[src/rtl/nvw_pkg.sv]
package nvw_pkg;

   typedef enum logic [1:0] {
      OP_LOAD_VOL     = 2'b00,
      OP_STORE_DIRECT = 2'b01,
      OP_RECALL       = 2'b10,
      OP_STORE_COPY   = 2'b11
   } nvw_op_e;

   typedef enum logic [1:0] {
      PH_INIT = 2'd0,
      PH_IDLE = 2'd1,
      PH_PROG = 2'd2
   } nvw_phase_e;

   function automatic longint unsigned nvw_cycles(input longint unsigned hz,
                                                  input longint unsigned ns);
      return (hz * ns) / 64'd1_000_000_000;
   endfunction

endpackage

[src/rtl/nvw_interval_timer.sv]
module nvw_interval_timer #(
   parameter int unsigned CW        = 8,
   parameter int unsigned RESET_LEN = 4
) (
   input  logic          clk,
   input  logic          rst_n,
   input  logic          start,
   input  logic [CW-1:0] len,
   output logic          expired
);

   if (RESET_LEN < 2) begin : g_chk_len
      $error("nvw_interval_timer: RESET_LEN must be at least 2");
   end

   logic [CW-1:0] cnt_q;
   logic          running_q;

   always_ff @(posedge clk or negedge rst_n) begin
      if (!rst_n) begin
         cnt_q     <= CW'(RESET_LEN - 1);
         running_q <= 1'b1;
      end else if (start) begin
         cnt_q     <= len;
         running_q <= 1'b1;
      end else if (running_q) begin
         if (cnt_q == '0) running_q <= 1'b0;
         else             cnt_q     <= cnt_q - CW'(1);
      end
   end

   assign expired = running_q && (cnt_q == '0);

   assert_timer_step_R8: assert property (@(posedge clk) disable iff (!rst_n)
      (running_q && cnt_q != '0 && !start) |=> (running_q && cnt_q == $past(cnt_q) - CW'(1)));

endmodule

[src/rtl/nvw_nv_cell.sv]
module nvw_nv_cell #(
   parameter int unsigned W = 5
) (
   input  logic         clk,
   input  logic         we,
   input  logic [W-1:0] wd,
   output logic [W-1:0] q
);

   if (W < 1) begin : g_chk_w
      $error("nvw_nv_cell: W must be at least 1");
   end

   // No reset: contents survive power loss; factory contents are zero.
   logic [W-1:0] cell_q = '0;

   always_ff @(posedge clk) begin
      if (we) cell_q <= wd;
   end

   assign q = cell_q;

endmodule

[src/rtl/nvw_wiper_seq.sv]
module nvw_wiper_seq
   import nvw_pkg::*;
#(
   parameter int unsigned      W             = 5,
   parameter longint unsigned  CLK_HZ        = 125_000_000,
   parameter longint unsigned  INIT_NS       = 20_000,
   parameter longint unsigned  PROG_NS       = 12_000_000,
   parameter bit               COMMIT_AT_END = 1'b1
) (
   input  logic         clk,
   input  logic         rst_n,
   input  logic         req_valid,
   input  logic [1:0]   req_op,
   input  logic [W-1:0] req_data,
   output logic [W-1:0] wiper,
   output logic         busy,
   output logic         standby,
   output logic         req_err
);

   localparam int unsigned INIT_CYC = int'(nvw_cycles(CLK_HZ, INIT_NS));
   localparam int unsigned PROG_CYC = int'(nvw_cycles(CLK_HZ, PROG_NS));
   localparam int unsigned MAX_CYC  = (INIT_CYC > PROG_CYC) ? INIT_CYC : PROG_CYC;
   localparam int unsigned CW       = $clog2(MAX_CYC + 1);

   if (W < 1 || W > 16) begin : g_chk_w
      $error("nvw_wiper_seq: W out of range");
   end
   if (INIT_CYC < 2) begin : g_chk_init
      $error("nvw_wiper_seq: initialization interval shorter than two cycles");
   end
   if (PROG_CYC < 2) begin : g_chk_prog
      $error("nvw_wiper_seq: programming interval shorter than two cycles");
   end

   nvw_phase_e   phase_q;
   logic [W-1:0] wiper_q;
   logic [W-1:0] pend_q;
   logic         err_q;
   logic [W-1:0] nv_q;
   logic         expired;
   logic         store_go;
   logic         prog_done;
   logic [W-1:0] store_val;
   logic         cell_we;
   logic [W-1:0] cell_wd;
   nvw_op_e      op;

   assign op        = nvw_op_e'(req_op);
   assign store_go  = (phase_q == PH_IDLE) && req_valid &&
                      (op == OP_STORE_DIRECT || op == OP_STORE_COPY);
   assign store_val = (op == OP_STORE_DIRECT) ? req_data : wiper_q;
   assign prog_done = (phase_q == PH_PROG) && expired;

   nvw_interval_timer #(
      .CW        (CW),
      .RESET_LEN (INIT_CYC)
   ) u_timer (
      .clk     (clk),
      .rst_n   (rst_n),
      .start   (store_go),
      .len     (CW'(PROG_CYC - 1)),
      .expired (expired)
   );

   if (COMMIT_AT_END) begin : g_commit_end
      assign cell_we = prog_done;
      assign cell_wd = pend_q;
   end else begin : g_commit_start
      assign cell_we = store_go;
      assign cell_wd = store_val;
   end

   nvw_nv_cell #(
      .W (W)
   ) u_cell (
      .clk (clk),
      .we  (cell_we),
      .wd  (cell_wd),
      .q   (nv_q)
   );

   always_ff @(posedge clk or negedge rst_n) begin
      if (!rst_n) begin
         phase_q <= PH_INIT;
         wiper_q <= '0;
         pend_q  <= '0;
         err_q   <= 1'b0;
      end else begin
         unique case (phase_q)
            PH_INIT: begin
               if (req_valid) err_q <= 1'b1;
               if (expired) begin
                  wiper_q <= nv_q;
                  phase_q <= PH_IDLE;
               end
            end
            PH_IDLE: begin
               if (req_valid) begin
                  unique case (op)
                     OP_LOAD_VOL: wiper_q <= req_data;
                     OP_RECALL:   wiper_q <= nv_q;
                     OP_STORE_DIRECT, OP_STORE_COPY: begin
                        pend_q  <= store_val;
                        phase_q <= PH_PROG;
                     end
                     default: ;
                  endcase
               end
            end
            PH_PROG: begin
               if (req_valid) err_q <= 1'b1;
               if (expired) phase_q <= PH_IDLE;
            end
            default: phase_q <= PH_IDLE;
         endcase
      end
   end

   assign wiper   = wiper_q;
   assign busy    = (phase_q != PH_IDLE);
   assign standby = (phase_q == PH_IDLE);
   assign req_err = err_q;

   assert_wiper_frozen_R9: assert property (@(posedge clk) disable iff (!rst_n)
      (busy && $past(busy)) |-> $stable(wiper));

   assert_err_sticky_R9: assert property (@(posedge clk) disable iff (!rst_n)
      $past(req_err) |-> req_err);

   assert_refused_flags_R9: assert property (@(posedge clk) disable iff (!rst_n)
      (req_valid && busy) |=> req_err);

   assert_cell_quiet_R3: assert property (@(posedge clk) disable iff (!rst_n)
      (standby && $past(standby)) |-> $stable(nv_q));

   assert_init_load_R2: assert property (@(posedge clk) disable iff (!rst_n)
      ($fell(busy) && $past(phase_q == PH_INIT)) |-> (wiper == nv_q));

   assert_recall_R7: assert property (@(posedge clk) disable iff (!rst_n)
      (standby && req_valid && req_op == 2'b10) |=> (wiper == $past(nv_q)));

endmodule

[config.mk]
export PLATFORM = sky130hd
export DESIGN_NAME = nvw_wiper_seq
export DESIGN_NICKNAME = d
export VERILOG_FILES = /design/src/rtl/nvw_pkg.sv /design/src/rtl/nvw_interval_timer.sv /design/src/rtl/nvw_nv_cell.sv /design/src/rtl/nvw_wiper_seq.sv
export SDC_FILE = /design/constraint.sdc
export NUM_CORES = 1
export LEC_CHECK = 0
export ABC_AREA = 0
export BUFFER_PORTS_ARGS = -buffer_cell sky130_fd_sc_hd__clkbuf_2
export CORE_ASPECT_RATIO = 0.9
export CORE_MARGIN = 2
export CORE_UTILIZATION = 62
export CTS_BUF_LIST = sky130_fd_sc_hd__clkbuf_4 sky130_fd_sc_hd__clkbuf_8
export DETAILED_ROUTE_END_ITERATION = 8
export PLACE_DENSITY = 0.82
export SLEW_MARGIN = 20
export SYNTH_ARGS = -nofsm -noshare
export SYNTH_HDL_FRONTEND = slang
export SYNTH_HIERARCHICAL = 1
export SYNTH_SLANG_ARGS = --single-unit
export TNS_END_PERCENT = 50
[constraint.sdc]
create_clock -name clk -period 2.4 [get_ports clk]
set_clock_uncertainty 0.05 [all_clocks]
set_input_delay 0.72 -clock clk [delete_from_list [all_inputs] [get_ports clk]]
set_output_delay 0.72 -clock clk [all_outputs]
set_load 0.01 [all_outputs]
Word-level counts from Yosys, hierarchy flattened
Index checks and enable logic that the tools add are counted.
- add/subtract/negate cells: 1
- equal/unequal tests: 12
- muxes and demuxes: 15
- reductions and logical operators: 17
- operators by type and width (cell ; number):
    $mux W21 ; 3
    $logic_not A21 Y1 ; 1
    $sub A21 B1 Y21 const B ; 1
    $pmux W5 S2 ; 2
    $mux W5 ; 3
    $eq A2 B2 Y1 const B ; 3
    $mux W2 ; 3
    $ne A2 B1 Y1 const B ; 3
    $ne A2 B2 Y1 const B ; 3
    $reduce_and A3 Y1 ; 2
    $eq A2 B1 Y1 const B ; 2
    $logic_and A1 B1 Y1 ; 4
    $logic_not A2 Y1 ; 2
    $pmux W2 S2 ; 1
    $reduce_and A2 Y1 ; 2
    $reduce_and A4 Y1 ; 1
    $reduce_bool A2 Y1 ; 2
    $reduce_or A2 Y1 ; 2
    $mux W1 ; 3
    $ne A3 B1 Y1 const B ; 1
    $logic_or A1 B1 Y1 ; 1
- register bits: 40
- input port bits: 10
- output and inout bits: 8
- logic and storage cells: 52

Logic depth before layout (Yosys ltp)
- depth in word-level cells: 5
- mapped depth: 10
- depth with buffers taken out: 10

By module
Netlist, hierarchy kept.
- by module, submodules not included (module ; instances ; cells each ; area an instance (um^2) ; sequential area each (um^2)):
    nvw_interval_timer ; 1 ; 152 ; 1418.9 ; 559.3
    nvw_wiper_seq ; 1 ; 63 ; 641.9 ; 325.3
    nvw_nv_cell ; 1 ; 5 ; 150.1 ; 150.1

Worst setup path after synthesis
No wires, ideal clock.
- path type: register to register
- start: register u_timer.cnt_q[0]
- end: register u_timer.cnt_q[14]
- setup time: 0.125 ns
- arrival: 1.888 ns
- required time: 2.225 ns
- path slack: 0.337 ns
- cell stages (with the launch flop): 9
- path buffers: 1
- clock period less this slack: 2.063 ns
- cells stage by stage: dfstp_2 -> inv_1 -> ha_1 -> nor4b_2 -> and4_4 -> buf_6 -> nor4_1 -> xor2_1 -> mux2_2
- longest elaborated chain between the ends: 4
- elaborated cells on any way between the ends: 7
- those cells by class: add/sub (1); eq/ne (1); mux (3); reduce/logical (2)
- ends and longest elaborated chain (item ; RTL line ; text):
    start, declared ; nvw_interval_timer.sv:16 ; logic [CW-1:0] cnt_q;
    start signal, assigned ; nvw_interval_timer.sv:21 ; cnt_q <= CW'(RESET_LEN - 1);
    start signal, assigned ; nvw_interval_timer.sv:24 ; cnt_q <= len;
    start signal, assigned ; nvw_interval_timer.sv:28 ; else cnt_q <= cnt_q - CW'(1);
    $sub A21 B1 Y21 ; nvw_interval_timer.sv:28 ;
    $mux W21 ; nvw_interval_timer.sv:27 ; if (cnt_q == '0) running_q <= 1'b0;
    $mux W21 ; nvw_interval_timer.sv:26 ; end else if (running_q) begin
    $mux W21 ; nvw_interval_timer.sv:23 ; end else if (start) begin
Several ways; a longest one is shown, not always the timed one. The select of a mux whose other input is x is not followed.
A chain may end at the register's enable or synchronous reset.

Final worst setup path
- start: register u_timer.cnt_q[0]
- end: register u_timer.cnt_q[19]
Same word-level chain as after synthesis.

==> metrics.csv <==
stage,metric,value,unit
logic_synthesis,yosys-top-cells-area,"dfrtp_1, dfstp_2, edfxtp_1",
detailed_routing,drt_pass1_iterations,4,
clocking,cts_tree,built,
power,p_switching,1.11,mW
floorplan,die_area,0.00406,mm^2
timing,worst_pin_slew,512,ps
global_routing,grt_pass1_wl,7.25,mm
power,peakVddDrop,0.776,mV
global_routing,grt_pass1_vias,1532,
logic_synthesis,ys_async_sr_fraction,87.5,%
final_layout,layout_commonest_cell,nand2_1,
floorplan,die_y,60.7,um
power,p_leak,1.09,nW
detailed_routing,vias,1644,
logic_synthesis,syn_inst,220,
timing,rsz0062_at_grt,no,
critical_path,cp_slowest_cell,dfstp_2,
floorplan,io_pins,18,
power,p_per_area,1150,mW/mm^2
global_routing,grt_antenna_before_repair,0,
timing,fin_crit,2170,ps
clocking,cts_root_buffer,clkbuf_8,
floorplan,start_util,65.0,%
detailed_routing,wire_per_inst,14.4,um
logic_synthesis,synth_seq_cells,40,
power,power_frac_comb,34.1,%
clocking,cts_max_level,2,
detailed_routing,drt-initial-drc-count,86,
global_routing,grt_max_degree,42,
logic_synthesis,synth_area_leader_cell,dfrtp_1,
critical_path,cp_data_arrival_time,2300,ps
place,gp_congestion,0.797,
logic_synthesis,ys_types,47,
logic_synthesis,syn_area_per_cell,10.0,um^2
detailed_routing,drc,0,
outcome,status,"finished, final reports clean",
logic_synthesis,synth.cell_area,0.00221,mm^2
timing,final_hold_viol_count,0,
final_layout,n_antenna_cell,0,
logic_synthesis,ys.flop_type,dfrtp_1,
floorplan,fp.coreArea,0.00340,mm^2
logic_synthesis,yosysWarnings,6,
critical_path,cp-end-kind,flop,
power,switching_share,37.5,%
critical_path,critPathRequiredTime,2530,ps
power,power_frac_seq,46.9,%
logic_synthesis,synth-edff-count,5,
clocking,cts_made_buffers,5,
detailed_routing,viasPerCell,5.32,
power,p_clk_share,19.0,%
final_layout,finish.net_count,276,
place,io_buffer_count,17,
clocking,cts_num_sinks,40,
run,cap_violations,0,
timing,finalSetupTns,0,ps
logic_synthesis,synth_top_area_share,31.7,%
timing,fin_crit_sh,90.3,%
power,p_int,1.86,mW
global_routing,grt_use_total,24.3,%
critical_path,critical_path.max_stage_delay,590,ps
clocking,path_clk_slew,80,ps
hold_path,hold_path.class,in -> async,
critical_path,path_cells,inv_1 > ha_1 > nor4b_4 > and4_4 > nor4_1 > xor2_1 > mux2_2,
global_routing,grt-ovfl-total,0,
floorplan,die_x,66.9,um
logic_synthesis,seq_area_frac_synth,46.8,%
timing,report.final.slew_viol_count,0,
clocking,clk_latency,290,ps
final_layout,drive_gt1_share,23.4,%
final_layout,final_cell_mix,"nand2_1, dfrtp_1, conb_1",
clocking,cts_max_path_buffers,2,
detailed_routing,final_antenna_net_count,0,
detailed_routing,wl,4.44,mm
place,post-dp-hpwl,3.10,mm
critical_path,critPathKind,reg -> reg,
timing,setup-violations-final,0,
timing,whs,400,ps
timing,fmax,0.461,GHz
critical_path,crit_fanout,12,
final_layout,area_growth,17.0,%
floorplan,rows,20,
clocking,postCtsHoldBufs,0,
critical_path,start_kind,flop,
timing,max-slew-margin-rel,65.6,%
-- Yosys cell counts (all sizes together), types with 6 or more instances --
library cell / number
nand2: 31
dfrtp: 28
o21ai: 22
nor2: 14
a21oi: 13
mux2i: 11
nor3: 11
xnor2: 11
dfstp: 7
inv: 7
nor4: 6
-- through the flow --
step / util, % / total power [mW] / instance area [um^2] / setup slack (ps) / cells
5_1_grt: 76.0 / 3.18 / 2590 / 13.5 / 309
3_5_place_dp: 72.1 / 2.38 / 2450 / 103 / 301
6_report: 76.0 / 2.97 / 2590 / 232 / 309
3_3_place_gp: 72.1 / 2.32 / 2450 / 252 / 301
2_1_floorplan: - / 2.04 / 2280 / 337 / 239
4_1_cts: 75.5 / 2.96 / 2570 / 117 / 309
-- state kept, by name, summed over array words and instances, names as in the netlist --
signal / count
phase_q: 2
wiper: 5
u_cell/q: 5
req_err: 1
u_timer/cnt_q: 21
cell_wd: 5
u_timer/running_q: 1
-- routing by layer --
metal  global-route usage, %  wire [um]
met3                    5.01        134
met2                    37.3       2090
met1                    35.6       2200
met5                       0          0
met4                    6.41         20
-- final cells by class --
cell class                 count  area (um^2)
inverter                       7         26.3
fill                         237          817
multi-input combinational    186         1200
sequential                    40         1030
tap                           44         55.1
clock inverter                 2         33.8
clock buffer                   6         82.6
timing repair buffer          24          150
-- cells by family (layout without fill, tap and decap cells) --
kind of cell	Yosys count	count (layout)	share of synthesized area (%)
mux	15	15	7.02
fa+ha+maj	2	2	1.13
compound gates	42	42	11.5
xor+xnor	16	16	6.34
buf+inv	13	39	2.72
other cells	2	21	0.340
simple gates	90	90	24.2
flops	40	40	46.8
-- worst max-delay path, delay by kind of cell, from the launching register on --
kind | cells | cell delay (ps)
buf+inv | 1 | 70
mux | 1 | 270
xor+xnor | 1 | 120
fa+ha+maj | 1 | 200
simple gates | 3 | 760
flops | 1 | 590
-- power by group through the flow --
stage	Sequential [mW]	Combinational, mW	Clock (mW)
finish	1.39	1.01	0.564
global route	1.44	1.14	0.603
CTS	1.38	1.01	0.576
detailed placement	1.39	0.994	0
global placement	1.36	0.954	0
floorplan	1.32	0.723	0
-- path summary, 6_finish.rpt --
check,startpoint,endpoint,slack (ps),cells after the start
min in group clk,cell_wd[1],u_cell/q[1],400,0
max in group asynchronous,rst_n,u_timer/cnt_q[6],1550,2
worst min-delay path,rst_n,u_timer/cnt_q[10],400,2
worst max register to register,u_timer/cnt_q[0],u_timer/cnt_q[19],230,7
worst max-delay path,u_timer/cnt_q[0],u_timer/cnt_q[19],230,7
worst min register to register,cell_wd[1],u_cell/q[1],400,0
-- timing repair --
action,4_1_cts,5_1_grt
setup endpoints to repair,0,8
resized for setup,0,2
buffers inserted,0,0
Note: power is estimated with default switching activity, not from simulation.
